--- config.mk ---
export PLATFORM = sky130hd
export DESIGN_NAME = spi_regbank
export DESIGN_NICKNAME = d
export VERILOG_FILES = /design/src/rtl/spi_rb_pkg.sv /design/src/rtl/spi_rb_sync.sv /design/src/rtl/spi_rb_frame.sv /design/src/rtl/spi_rb_regs.sv /design/src/rtl/spi_regbank.sv
export SDC_FILE = /design/constraint.sdc
export NUM_CORES = 1
export LEC_CHECK = 0
export ABC_AREA = 0
export CORE_MARGIN = 2
export CORE_UTILIZATION = 40
export DETAILED_ROUTE_END_ITERATION = 10
export GPL_TIMING_DRIVEN = 1
export PLACE_DENSITY_LB_ADDON = 0.25
export SLEW_MARGIN = 10
export SYNTH_ARGS = -nofsm -noshare
export SYNTH_HDL_FRONTEND = slang
export SYNTH_HIERARCHICAL = 1
export SYNTH_SLANG_ARGS = --single-unit
--- constraint.sdc ---
create_clock -name clk_i -period 2.32 [get_ports clk_i]
set_input_delay 0.232 -clock clk_i [delete_from_list [all_inputs] [get_ports clk_i]]
set_output_delay 0.232 -clock clk_i [all_outputs]
set_load 0.1 [all_outputs]
--- src/rtl/spi_rb_pkg.sv ---
package spi_rb_pkg;
  localparam int ADDR_W = 7;
  localparam int DATA_W = 8;
  localparam int CODE_W = 10;

  localparam logic [ADDR_W-1:0] A_ID    = 7'h00;
  localparam logic [ADDR_W-1:0] A_EN    = 7'h01;
  localparam logic [ADDR_W-1:0] A_LIM   = 7'h02;
  localparam logic [ADDR_W-1:0] A_CODE0 = 7'h03;
  localparam logic [ADDR_W-1:0] A_KEY   = 7'h10;
  localparam logic [ADDR_W-1:0] A_SYS   = 7'h11;
  localparam logic [ADDR_W-1:0] A_USER0 = 7'h20;
  localparam logic [ADDR_W-1:0] PROT_LO = 7'h11;
  localparam logic [ADDR_W-1:0] PROT_HI = 7'h27;

  localparam logic [DATA_W-1:0] ID_VAL  = 8'hA6;
  localparam logic [1:0]        EN_RST  = 2'b11;
  localparam logic [5:0]        LIM_RST = 6'h28;
  localparam logic [DATA_W-1:0] KEY_A   = 8'hBA;
  localparam logic [DATA_W-1:0] KEY_B   = 8'hBE;
endpackage

--- src/rtl/spi_rb_sync.sv ---
module spi_rb_sync #(
  parameter int          W       = 3,
  parameter int          STAGES  = 2,
  parameter logic [W-1:0] RST_VAL = '0
) (
  input  logic         clk_i,
  input  logic         rst_ni,
  input  logic [W-1:0] d_i,
  output logic [W-1:0] q_o
);
  logic [W-1:0] st_q [STAGES];

  for (genvar s = 0; s < STAGES; s++) begin : g_stage
    always_ff @(posedge clk_i or negedge rst_ni) begin
      if (!rst_ni)    st_q[s] <= RST_VAL;
      else if (s == 0) st_q[s] <= d_i;
      else            st_q[s] <= st_q[(s > 0) ? s-1 : 0];
    end
  end

  assign q_o = st_q[STAGES-1];
endmodule

--- src/rtl/spi_rb_frame.sv ---
module spi_rb_frame
  import spi_rb_pkg::*;
(
  input  logic              clk_i,
  input  logic              rst_ni,
  input  logic              cs_s_i,
  input  logic              sclk_s_i,
  input  logic              mosi_s_i,
  input  logic [DATA_W-1:0] rd_data_i,
  output logic [ADDR_W-1:0] rd_addr_o,
  output logic              acc_stb_o,
  output logic              acc_wr_o,
  output logic [ADDR_W-1:0] acc_addr_o,
  output logic [DATA_W-1:0] acc_data_o,
  output logic              miso_o
);
  localparam int BC_W = $clog2(DATA_W);

  logic              sclk_q;
  logic [BC_W-1:0]   bit_q;
  logic              first_q, is_wr_q;
  logic [DATA_W-1:0] sh_q, tx_q;
  logic [ADDR_W-1:0] addr_q;
  logic              stb_q, wr_q;
  logic [ADDR_W-1:0] aaddr_q;
  logic [DATA_W-1:0] adata_q;

  wire              rise     = sclk_s_i & ~sclk_q;
  wire              fall     = ~sclk_s_i & sclk_q;
  wire [DATA_W-1:0] byte_in  = {sh_q[DATA_W-2:0], mosi_s_i};
  wire              byte_end = rise && (bit_q == BC_W'(DATA_W-1));

  always_ff @(posedge clk_i or negedge rst_ni) begin
    if (!rst_ni) begin
      sclk_q  <= 1'b0;
      bit_q   <= '0;
      first_q <= 1'b1;
      is_wr_q <= 1'b0;
      sh_q    <= '0;
      tx_q    <= '0;
      addr_q  <= '0;
      stb_q   <= 1'b0;
      wr_q    <= 1'b0;
      aaddr_q <= '0;
      adata_q <= '0;
    end else begin
      sclk_q <= sclk_s_i;
      stb_q  <= 1'b0;
      wr_q   <= 1'b0;
      if (cs_s_i) begin
        bit_q   <= '0;
        first_q <= 1'b1;
        is_wr_q <= 1'b0;
        tx_q    <= '0;
      end else if (rise) begin
        sh_q  <= byte_in;
        bit_q <= bit_q + 1'b1;
        if (byte_end) begin
          if (first_q) begin
            first_q <= 1'b0;
            is_wr_q <= byte_in[DATA_W-1];
            addr_q  <= byte_in[ADDR_W-1:0];
          end else begin
            stb_q   <= 1'b1;
            wr_q    <= is_wr_q;
            aaddr_q <= addr_q;
            adata_q <= byte_in;
            addr_q  <= addr_q + 1'b1;
          end
        end
      end else if (fall) begin
        // byte boundary: fetch next read byte, otherwise shift out
        if (bit_q == '0) tx_q <= is_wr_q ? '0 : rd_data_i;
        else             tx_q <= {tx_q[DATA_W-2:0], 1'b0};
      end
    end
  end

  assign rd_addr_o  = addr_q;
  assign acc_stb_o  = stb_q;
  assign acc_wr_o   = wr_q;
  assign acc_addr_o = aaddr_q;
  assign acc_data_o = adata_q;
  assign miso_o     = tx_q[DATA_W-1];

  assert_idle_quiet_R1: assert property (@(posedge clk_i) disable iff (!rst_ni)
    cs_s_i |=> !stb_q);
  assert_addr_step_R3: assert property (@(posedge clk_i) disable iff (!rst_ni)
    stb_q |-> addr_q == aaddr_q + 1'b1);
  assert_read_no_wr_R10: assert property (@(posedge clk_i) disable iff (!rst_ni)
    (byte_end && !first_q && !is_wr_q && !cs_s_i) |=> (stb_q && !wr_q));
endmodule

--- src/rtl/spi_rb_regs.sv ---
module spi_rb_regs
  import spi_rb_pkg::*;
#(
  parameter int NUM_CODES = 3,
  parameter int USER_N    = 8
) (
  input  logic                        clk_i,
  input  logic                        rst_ni,
  input  logic                        acc_stb_i,
  input  logic                        acc_wr_i,
  input  logic [ADDR_W-1:0]           acc_addr_i,
  input  logic [DATA_W-1:0]           acc_data_i,
  input  logic [ADDR_W-1:0]           rd_addr_i,
  output logic [DATA_W-1:0]           rd_data_o,
  output logic [1:0]                  en_o,
  output logic [5:0]                  lim_o,
  output logic [NUM_CODES*CODE_W-1:0] code_o,
  output logic [DATA_W-1:0]           sys_o,
  output logic [USER_N*DATA_W-1:0]    user_o
);
  localparam int HI_W = CODE_W - DATA_W;

  logic [1:0]        en_q;
  logic [5:0]        lim_q;
  logic [HI_W-1:0]   code_hi_q [NUM_CODES];
  logic [DATA_W-1:0] code_lo_q [NUM_CODES];
  logic [DATA_W-1:0] sys_q;
  logic [DATA_W-1:0] user_q [USER_N];
  logic              unlock_q, armed_q;

  wire wr_any = acc_stb_i && acc_wr_i;
  wire in_win = (acc_addr_i >= PROT_LO) && (acc_addr_i <= PROT_HI);
  wire wr_ok  = wr_any && (!in_win || unlock_q);

  always_ff @(posedge clk_i or negedge rst_ni) begin
    if (!rst_ni) begin
      en_q     <= EN_RST;
      lim_q    <= LIM_RST;
      sys_q    <= '0;
      unlock_q <= 1'b0;
      armed_q  <= 1'b0;
    end else begin
      if (wr_ok && acc_addr_i == A_EN)  en_q  <= acc_data_i[1:0];
      if (wr_ok && acc_addr_i == A_LIM) lim_q <= acc_data_i[5:0];
      if (wr_ok && acc_addr_i == A_SYS) sys_q <= acc_data_i;
      if (acc_stb_i) begin
        armed_q <= wr_any && acc_addr_i == A_KEY && acc_data_i == KEY_A;
        if (wr_any && acc_addr_i == A_KEY && acc_data_i != KEY_A)
          unlock_q <= (acc_data_i == KEY_B) && armed_q;
      end
    end
  end

  for (genvar n = 0; n < NUM_CODES; n++) begin : g_code
    localparam logic [ADDR_W-1:0] A_HI = ADDR_W'(A_CODE0 + 2*n);
    localparam logic [ADDR_W-1:0] A_LO = ADDR_W'(A_CODE0 + 2*n + 1);
    always_ff @(posedge clk_i or negedge rst_ni) begin
      if (!rst_ni) begin
        code_hi_q[n] <= '0;
        code_lo_q[n] <= '0;
      end else begin
        if (wr_ok && acc_addr_i == A_HI) code_hi_q[n] <= acc_data_i[HI_W-1:0];
        if (wr_ok && acc_addr_i == A_LO) code_lo_q[n] <= acc_data_i;
      end
    end
    assign code_o[n*CODE_W +: CODE_W] = {code_hi_q[n], code_lo_q[n]};
  end

  for (genvar k = 0; k < USER_N; k++) begin : g_user
    localparam logic [ADDR_W-1:0] A_U = ADDR_W'(A_USER0 + k);
    always_ff @(posedge clk_i or negedge rst_ni) begin
      if (!rst_ni)                         user_q[k] <= '0;
      else if (wr_ok && acc_addr_i == A_U) user_q[k] <= acc_data_i;
    end
    assign user_o[k*DATA_W +: DATA_W] = user_q[k];
  end

  always_comb begin
    rd_data_o = '0;
    unique case (rd_addr_i)
      A_ID:    rd_data_o = ID_VAL;
      A_EN:    rd_data_o = {6'b0, en_q};
      A_LIM:   rd_data_o = {2'b0, lim_q};
      A_KEY:   rd_data_o = {7'b0, unlock_q};
      A_SYS:   rd_data_o = sys_q;
      default: rd_data_o = '0;
    endcase
    for (int n = 0; n < NUM_CODES; n++) begin
      if (rd_addr_i == ADDR_W'(A_CODE0 + 2*n))     rd_data_o = {{(DATA_W-HI_W){1'b0}}, code_hi_q[n]};
      if (rd_addr_i == ADDR_W'(A_CODE0 + 2*n + 1)) rd_data_o = code_lo_q[n];
    end
    for (int k = 0; k < USER_N; k++)
      if (rd_addr_i == ADDR_W'(A_USER0 + k)) rd_data_o = user_q[k];
  end

  assign en_o  = en_q;
  assign lim_o = lim_q;
  assign sys_o = sys_q;

  assert_locked_hold_R7: assert property (@(posedge clk_i) disable iff (!rst_ni)
    !unlock_q |=> ($stable(sys_q) && $stable(user_o)));
  assert_unlock_seq_R8: assert property (@(posedge clk_i) disable iff (!rst_ni)
    $rose(unlock_q) |-> $past(armed_q));
  assert_relock_R9: assert property (@(posedge clk_i) disable iff (!rst_ni)
    (wr_any && acc_addr_i == A_KEY && acc_data_i != KEY_A &&
     !(acc_data_i == KEY_B && armed_q)) |=> !unlock_q);
endmodule

--- src/rtl/spi_regbank.sv ---
module spi_regbank
  import spi_rb_pkg::*;
#(
  parameter int NUM_CODES   = 3,
  parameter int USER_N      = 8,
  parameter int SYNC_STAGES = 2
) (
  input  logic                        clk_i,
  input  logic                        rst_ni,
  input  logic                        sclk_i,
  input  logic                        cs_ni,
  input  logic                        mosi_i,
  output logic                        miso_o,
  output logic                        miso_oe_o,
  output logic [1:0]                  en_o,
  output logic [5:0]                  lim_o,
  output logic [NUM_CODES*CODE_W-1:0] code_o,
  output logic [DATA_W-1:0]           sys_o,
  output logic [USER_N*DATA_W-1:0]    user_o
);
  logic              cs_s, sclk_s, mosi_s;
  logic [ADDR_W-1:0] rd_addr, acc_addr;
  logic [DATA_W-1:0] rd_data, acc_data;
  logic              acc_stb, acc_wr;

  spi_rb_sync #(.W(3), .STAGES(SYNC_STAGES), .RST_VAL(3'b100)) u_sync (
    .clk_i  (clk_i),
    .rst_ni (rst_ni),
    .d_i    ({cs_ni, sclk_i, mosi_i}),
    .q_o    ({cs_s, sclk_s, mosi_s})
  );

  spi_rb_frame u_frame (
    .clk_i      (clk_i),
    .rst_ni     (rst_ni),
    .cs_s_i     (cs_s),
    .sclk_s_i   (sclk_s),
    .mosi_s_i   (mosi_s),
    .rd_data_i  (rd_data),
    .rd_addr_o  (rd_addr),
    .acc_stb_o  (acc_stb),
    .acc_wr_o   (acc_wr),
    .acc_addr_o (acc_addr),
    .acc_data_o (acc_data),
    .miso_o     (miso_o)
  );

  spi_rb_regs #(.NUM_CODES(NUM_CODES), .USER_N(USER_N)) u_regs (
    .clk_i      (clk_i),
    .rst_ni     (rst_ni),
    .acc_stb_i  (acc_stb),
    .acc_wr_i   (acc_wr),
    .acc_addr_i (acc_addr),
    .acc_data_i (acc_data),
    .rd_addr_i  (rd_addr),
    .rd_data_o  (rd_data),
    .en_o       (en_o),
    .lim_o      (lim_o),
    .code_o     (code_o),
    .sys_o      (sys_o),
    .user_o     (user_o)
  );

  assign miso_oe_o = ~cs_s;
endmodule

# ---- Word level (Yosys, flattened, before mapping)
# Cells that the tools add are included.
dict set report totals {
  regBits 163
}
dict set report classes {
  addsub 2
  n_mux 38
  n_bitwise 6
  n_reduce_logical 40
  n_eq_ne 41
  n_lt_le_gt_ge 2
}
# op count
set ops {}
lappend ops {{$mux 8} 19}
lappend ops {{$eq 7x6->1 const B} 16}
lappend ops {{$eq 7x3->1 const B} 8}
lappend ops {{$pmux 8 s5} 1}
lappend ops {{$eq 7x2->1 const B} 4}
lappend ops {{$eq 7x5->1 const B} 4}
lappend ops {{$logic_and 1x1->1} 25}
lappend ops {{$eq 8x8->1 const B} 2}
lappend ops {{$mux 1} 15}
lappend ops {{$eq 7x1->1 const B} 2}
lappend ops {{$eq 7x4->1 const B} 2}
lappend ops {{$ne 8x8->1 const B} 1}
lappend ops {{$reduce_and 2->1} 4}
lappend ops {{$reduce_bool 2->1} 4}
lappend ops {{$add 7x1->7 const B} 1}
lappend ops {{$ge 7x5->1 const B} 1}
lappend ops {{$le 7x6->1 const B} 1}
lappend ops {{$logic_not 7->1} 1}
lappend ops {{$mux 7} 1}
lappend ops {{$mux 3} 2}
lappend ops {{$reduce_and 3->1} 2}
lappend ops {{$not 1->1} 4}
lappend ops {{$reduce_and 4->1} 1}
lappend ops {{$add 3x1->3 const B} 1}
lappend ops {{6 further kinds} 7}

# ---- Longest topological paths before layout
# Gate-level depths: netlist of run 1.
dict set report depth {
  word_depth 21
  depth_mapped 10
}

# ---- Hierarchy
# The synthesis of run 1 kept the hierarchy.
# mod area_each_um2 cells_per_inst n_inst
set by_module_without_submodules {}
lappend by_module_without_submodules {spi_rb_regs 5896.9 480 1}
lappend by_module_without_submodules {spi_rb_frame 2098.3 170 1}
lappend by_module_without_submodules {spi_rb_sync 175.2 9 1}
lappend by_module_without_submodules {spi_regbank 3.8 1 1}

# ---- Worst setup path after synthesis of run 1
# No wires, ideal clock.
dict set report synth_timing {
  path_type {reg2reg}
  startpoint {register u_frame.addr_q[4], in the netlist u_frame/rd_addr_o[4]}
  endpoint {register u_frame.tx_q[1]}
  setup_slack_ps -48
  period_less_slack_ps 2368
  setup_time_ps 129
  arrival_time_ps 2239
  t_required_ps 2191
  path_stages_with_launch 10
  cell_sequence {dfrtp_1 or4b_1 buf_2 nor2_4 or4b_1 o221ai_1 o221ai_1 nor4bb_1 a21oi_1 a211oi_1}
}
dict set report synth_via {
  elab_chain_cells 21
  word_cells_on_any_way 39
  cone_classes {eq/ne: 18; mux: 20; reduce/logical: 1}
}
# item line_no
set synth_lines {}
lappend synth_lines {{from (decl)} spi_rb_frame.sv:23} ;# logic [ADDR_W-1:0] addr_q;
lappend synth_lines {{from (signal assigned)} spi_rb_frame.sv:62} ;# addr_q <= byte_in[ADDR_W-1:0];
lappend synth_lines {{from (signal assigned)} spi_rb_frame.sv:68} ;# addr_q <= addr_q + 1'b1;
lappend synth_lines {{$eq 7x5->1 (tied with other cells)} spi_rb_regs.sv:80} ;# unique case (rd_addr_i)
lappend synth_lines {{$pmux 8 s5} spi_rb_regs.sv:80}
lappend synth_lines {{$mux 8} spi_rb_regs.sv:89} ;# if (rd_addr_i == ADDR_W'(A_CODE0 + 2*n)) rd_data_o = {{(DATA_W-HI_W){1'b0}}, code_hi_q[n]};
lappend synth_lines {{$mux 8} spi_rb_regs.sv:90} ;# if (rd_addr_i == ADDR_W'(A_CODE0 + 2*n + 1)) rd_data_o = code_lo_q[n];
lappend synth_lines {{$mux 8} spi_rb_regs.sv:89}
lappend synth_lines {{$mux 8} spi_rb_regs.sv:90}
lappend synth_lines {{$mux 8} spi_rb_regs.sv:89}
lappend synth_lines {{$mux 8} spi_rb_regs.sv:90}
lappend synth_lines {{$mux 8 (7 in series)} spi_rb_regs.sv:93} ;# if (rd_addr_i == ADDR_W'(A_USER0 + k)) rd_data_o = user_q[k];
lappend synth_lines {{$mux 8 (*)} spi_rb_regs.sv:93}
lappend synth_lines {{via rd_data[1]} spi_regbank.sv:23} ;# logic [DATA_W-1:0] rd_data, acc_data;
lappend synth_lines {{$mux 8 (*) (2 in series)} spi_rb_frame.sv:73} ;# if (bit_q == '0) tx_q <= is_wr_q ? '0 : rd_data_i;
lappend synth_lines {{$mux 8 (*)} spi_rb_frame.sv:71} ;# end else if (fall) begin
lappend synth_lines {{$mux 8 (*)} spi_rb_frame.sv:55} ;# end else if (rise) begin
lappend synth_lines {{$mux 8 (*)} spi_rb_frame.sv:50} ;# if (cs_s_i) begin
lappend synth_lines {{to (signal assigned)} spi_rb_frame.sv:73}
lappend synth_lines {{to (signal assigned)} spi_rb_frame.sv:74} ;# else tx_q <= {tx_q[DATA_W-2:0], 1'b0};
lappend synth_lines {{to (decl)} spi_rb_frame.sv:22} ;# logic [DATA_W-1:0] sh_q, tx_q;
# The timed path passes the listed nets; every way through them passes the cells marked *. The select of a mux whose other input is x is not followed.
# A chain may end at the register's enable or synchronous reset.

# ---- Worst setup path in the final report of run 1
dict set report layout_timing {
  startpoint {register u_frame.addr_q[1], in the netlist u_frame/rd_addr_o[1]}
  endpoint {register u_frame.tx_q[0]}
}
# The elaborated chain is that of the path after synthesis.

==> results of run 1 <==
-- registers in the layout (all words and copies together) (netlist names), 6 cells and up --
| register | cells |
|---|---|
| u_frame/tx_q | 8 |
| u_regs/lim_o | 6 |
| u_frame/acc_addr_o | 7 |
| u_regs/user_o | 64 |
| u_regs/sys_o | 8 |
| u_frame/rd_addr_o | 7 |
| u_frame/acc_data_o | 8 |
| u_regs/code_o | 30 |
| u_frame/sh_q | 7 |
-- critical path: stages, from the launching register on --
cell and delay (ns):
dfrtp_2 0.46, buf_12 0.17, nor2b_1 0.32, buf_4 0.18
a21oi_1 0.06, nor2_1 0.20, a21oi_1 0.08, a211o_1 0.28
nor4bb_2 0.17, mux2i_1 0.18, nor2_1 0.06
-- layout by cell type (no fill, tap or decap), types with 16 or more instances in the layout --
cell	n
mux2_4	16
buf_4	164
nand2_1	27
mux2_2	121
a21oi_1	27
nor2_1	42
mux2i_1	30
dfrtp_1	151
clkbuf_16	17
o21ai_0	21
-- repair_timing --
action,CTS,global route
pin swaps,0,6
endpoints found under the hold margin,47,0
hold buffers,1,0
gates resized for setup,5,16
setup endpoints to repair,4,15
buffers inserted,0,4
-- per-stage QoR --
step | std cells | setup slack, ns | TNS [ns] | total power (uW)
after floorplan | 660 | -0.01092 | -0.01600 | 3146
after global placement | 1057 | 0.05520 | 0 | 3252
after CTS | 1090 | 0.01003 | 0 | 5972
after global routing | 1094 | -0.1334 | -0.3664 | 6138
final | 1094 | 0.02932 | 0 | 5908
after detailed placement | 1057 | -0.04098 | -0.08006 | 3266
-- final timing paths --
kind | startpoint | to | slack, ns | cells past startpoint
max in group asynchronous | rst_ni | u_regs/lim_o[3] | 1.27 | 3
setup / recovery | u_frame/rd_addr_o[1] | u_frame/tx_q[0] | 0.03 | 10
hold reg to reg | u_sync/st_q[3] | u_sync/q_o[0] | 0.35 | 0
hold / removal | cs_ni | u_sync/st_q[5] | 0.20 | 1
setup reg to reg | u_frame/rd_addr_o[1] | u_frame/tx_q[0] | 0.03 | 10
min in group asynchronous | rst_ni | u_regs/user_o[32] | 0.30 | 2
-- cells by family (layout without fill, tap and decap cells) --
| logic type | after synthesis | count (layout) | synth area share |
|---|---|---|---|
| AO/OA/AOI/OAI | 103 | 103 | 0.08572 |
| XOR/XNOR | 1 | 1 | 0.001072 |
| adder cells (fa/ha/maj) | 4 | 4 | 0.006123 |
| buffers and inverters | 57 | 221 | 0.03398 |
| flip-flops | 163 | 163 | 0.5001 |
| multiplexers | 174 | 174 | 0.2507 |
| AND/OR/NAND/NOR | 158 | 158 | 0.1223 |
-- cell type report --
cell class	count	area [um2]
multi-input cells	440	3905
repair buffers	176	1423
clock inverters	11	103.9
well taps	270	337.8
flip-flops and latches	163	4094
inverters	13	51.30
fillers	1776	9794
clock buffers	21	460.4
-- where the power goes --
part	switching, uW	leakage [uW]	total (uW)	internal, uW
Combinational	130	0.00244	233	103
Clock	1160	0.000262	2700	1530
Sequential	69.4	0.00222	2980	2910
-- layer usage --
metal	up-vias	wire, um	global-route usage
met4	0	754	0.09183
met5	-	0	0
met1	3124	10390	0.2915
met2	216	11380	0.3676
met3	47	1395	0.05000
li1	2738	-	-
==> results.cfg, run 1 <==
[floorplan]
io_pins = 117
rows = 52
die_width_um = 147.0
start_util = 0.4053
chipHeight_um = 147.0
die-area_um2 = 21590
core_um2 = 20170

[setup_path]
crit_fanout = 15
critPathCaptureType = flip-flop
required_ns = 2.63
arrival_ns = 2.60
critPathKind = flip-flop to flip-flop
cp-start-kind = flip-flop

[logic_synthesis]
ys_ff_latch = 163
synth_flop_cell = dfrtp_1
syn_nets = 669
synth_common_cells = dfrtp_1, mux2_2, nor2_1
synth_top_area_frac = 0.4776
synthCells = 660
synth_cell_types = 71
synth_area_um2 = 8174
synth_edf_count = 0
synthArstFlopShare = 1.000
synthTopCellsByArea = dfrtp_1, mux2_2, mux2i_1
ys_seq_area_frac = 0.5001
synth_area_leader_cell = dfrtp_1
syn_avg_cell_area_um2 = 12.38
yosysMostFrequentCell = dfrtp_1
ys.warnings.count = 6

[timing]
finalHoldViolCount = 0
min_period_ns = 2.291
fmax_ghz = 0.4366
setup_violations = 0
max_slew_margin = 0.5608
worst_slew_pin_slew_ns = 0.6588
holdWs_ns = 0.1996
slew_viol_final = 0
rsz0062_at_grt = true
fin_skew_ns = 0.01150
post-route-period-util = 0.9874

[grt]
overflow = 0
antenna_found_initial = 0
grt_usage = 0.2249
grt_start_max_net_pins = 62
grt_first_pass_wirelength_um = 36930
grt_pass1_vias = 6268

[layout]
nets = 820
n_antenna_cell = 0
area_growth_pct = 26.93
drive_above_1_share = 0.4806
fin_area_um2 = 10380
finish.utilization = 0.5144

[drt]
avgViaCountPerCell = 5.599
drc = 0
drt_iter0_markers = 594
drtPass1Iterations = 5
ant_nets = 0
wire_per_inst_um = 21.87
num_vias = 6125
drt-total-wl_um = 23920

[cts]
numCtsBuffers = 17
clkLatencyLatePin_ns = 0.43
cts.htree.levels = 4
cts.sinks = 163
cts_tree = built
ctsLongestPathBuffers = 2
cts_root_buf = clkbuf_16
cts.reportedPaths.clkPinSlew_ns = 0.06

[pwr]
cellLeakagePower_uw = 0.004916
power_density_nw_per_um2 = 569.5
ir_drop_uv = 524.5

[run_status]
outcome = complete, no violations

[place]
numPortBuffers = 116
hpwl_um = 17420
placed_cell_area_um2 = 9681
finalWeightedCongestion = 0.9326

[run]
drv_cap = 0

[hold_path]
worst_hold_path_type = input port to flip-flop
(Power assumes the default switching activity.)
==> run 2: changes to the inputs <==
--- a/config.mk
+++ b/config.mk
@@ -6,8 +6,10 @@
 export NUM_CORES = 1
 export LEC_CHECK = 0
 export ABC_AREA = 0
-export CORE_MARGIN = 2
-export CORE_UTILIZATION = 40
+export CELL_PAD_IN_SITES_DETAIL_PLACEMENT = 0
+export CELL_PAD_IN_SITES_GLOBAL_PLACEMENT = 2
+export CORE_UTILIZATION = 34
+export CTS_CLUSTER_DIAMETER = 200
 export DETAILED_ROUTE_END_ITERATION = 10
 export GPL_TIMING_DRIVEN = 1
 export PLACE_DENSITY_LB_ADDON = 0.25
==> run 2 against run 1 <==
Compared with the run above: utilization shrank 6.4 points; largest power group unchanged; first-iteration DRC count shrank 43%; cell count rose by 5.0%; largest cell class unchanged; worst setup slack improved by 0.018 ns; combinational power rose by 3%; power is 4.4% higher; highest routed layer unchanged; clock-buffer cell count is 1 higher; hold slack improved by 0.020 ns; critical path depth decreased by 2.
==> results.cfg, run 2 (synthesis gave the netlist of run 1 again) <==
[drt]
wire_per_inst_um = 21.97
drt_iter0_markers = 341
drtPass1Iterations = 4
ant_nets = 0
avgViaCountPerCell = 5.307
num_vias = 6098
drt-total-wl_um = 25240
drc = 0

[layout]
largest_reg_flops = 64
mostFrequentLayoutCells = buf_4, dfrtp_1, mux2_2
finish.utilization = 0.4500
n_antenna_cell = 0
fin_cells = 1149
area_growth_pct = 29.60
multiInputGateArea_um2 = 3897
drive_above_1_share = 0.4783
nets = 826
regArea_um2 = 4093
layout_commonest_cell = buf_4
num-fill-cells = 2198

[setup_path]
arrival_ns = 2.56
endpoint = u_frame/tx_q[1]
cp_top_family = simple AND/OR/NAND/NOR gates
cp-start-kind = flip-flop
critPathKind = flip-flop to flip-flop
cp_cell_sequence = or4b_4 -> nor2_4 -> or4b_1 -> o221ai_1 -> o221ai_1 -> nor4bb_1 -> a21oi_1 -> a211oi_1
crit_cells = 8
required_ns = 2.61
crit_start = u_frame/rd_addr_o[3]
crit_fanout = 4
critPathCaptureType = flip-flop
cpPeakStageDelay_ns = 0.53
rr_endpoint = u_frame/tx_q[1]
crit_buf_inv = 0
cp_slowest_cell = or4b_4
reg2reg_setup_slack_ns = 0.05
reg2reg_from = u_frame/rd_addr_o[3]
cpMostUsedCell = o221ai_1
reg2reg_depth = 8

[timing]
setup_violations = 0
min_period_ns = 2.272
tns_ns = 0
fin_skew_ns = 0.01126
fmax_ghz = 0.4401
max_slew_margin = 0.5293
holdWs_ns = 0.2191
worst_slew_pin_slew_ns = 0.7060
rsz0062_at_grt = true
post-route-period-util = 0.9794
slew_viol_final = 0
finalHoldViolCount = 0

[grt]
grt_start_max_net_pins = 52
grt_pass1_vias = 6304
grt_first_pass_wirelength_um = 39020
overflow = 0
grt_usage = 0.2142
antenna_found_initial = 0

[pwr]
power_density_nw_per_um2 = 582.0
cellLeakagePower_uw = 0.004993
ir_drop_uv = 403.9
power_uw = 6166

[cts]
cts_setup_buffers = 0
numCtsBuffers = 17
cts.htree.levels = 4
cts_tree = built
clkLatencyLatePin_ns = 0.42
ctsLongestPathBuffers = 2
cts_root_buf = clkbuf_16
cts.reportedPaths.clkPinSlew_ns = 0.06
cts.sinks = 163

[floorplan]
core_um2 = 23540
rows = 56
chipHeight_um = 157.1
die-area_um2 = 24670
start_util = 0.3472
io_pins = 117
die_width_um = 157.1

[place]
finalWeightedCongestion = 0.8639
numPortBuffers = 116
hpwl_um = 18380
placed_cells = 1116

[hold_path]
worst_hold_path_type = input port to flip-flop
worstHoldPathCells = 1
hold_start = cs_ni

[run_status]
outcome = complete, no violations

[run]
drv_cap = 0
[run 2: changes by cell type in the layout (fill, tap and decap cells not counted), sizes merged]
cell / before / now
inv: 14 / 15
clkinvlp: 5 / 2
bufinv: 1 / 3
buf: 172 / 178
clkinv: 4 / 3
clkbuf: 21 / 22
[run 2: timing repair]
item / 4_1_cts / 5_1_grt
endpoints found under the hold margin: 42 / 0
resized for setup: 8 / 17
pin swaps: 0 / 12
hold buffers: 1 / 0
setup endpoints to repair: 8 / 16
[run 2: area by class of cell]
| cell class | count | area share |
|---|---|---|
| Tap cell | 319 | 0.03768 |
| Timing Repair Buffer | 182 | 0.1454 |
| Clock inverter | 10 | 0.01405 |
| Multi-Input combinational cell | 440 | 0.3679 |
| Inverter | 13 | 0.004842 |
| Clock buffer | 22 | 0.04382 |
| Sequential cell | 163 | 0.3863 |
[run 2: where the power goes]
part           total [uW]  internal [uW]  leakage, uW  switching (uW)
sequential           2970           2910      0.00222            64.5
combinational         239            106      0.00248             133
clock                2950           1770     0.000292            1190
total                6170           4780      0.00499            1380
[run 2: how the worst min path moves through the flow]
stage                            end  slack (ns)
2_1_floorplan  u_frame/acc_addr_o[0]       -0.06
3_3_place_gp       u_regs/user_o[32]        0.19
3_5_place_dp       u_regs/user_o[24]        0.20
4_1_cts               u_sync/st_q[5]        0.20
5_1_grt               u_sync/st_q[5]        0.21
6_report              u_sync/st_q[5]        0.22
[run 2: routing by layer]
| layer | vias to the layer above | global-route usage | wire length (um) |
|---|---|---|---|
| li1 | 2756 | - | - |
| met2 | 148 | 0.3443 | 11910 |
| met5 | - | 0 | 0 |
| met4 | 0 | 0.07074 | 473 |
| met1 | 3168 | 0.2980 | 12010 |
| met3 | 26 | 0.02781 | 840 |
[run 2: through the flow]
| step | setup slack, ns | area (um2) |
|---|---|---|
| 2_1_floorplan | -0.01092 | 8190 |
| 3_3_place_gp | -0.05244 | 9867 |
| 3_5_place_dp | -0.05998 | 9867 |
| 4_1_cts | 0.009875 | 10520 |
| 5_1_grt | -0.06227 | 10590 |
| 6_report | 0.04781 | 10590 |
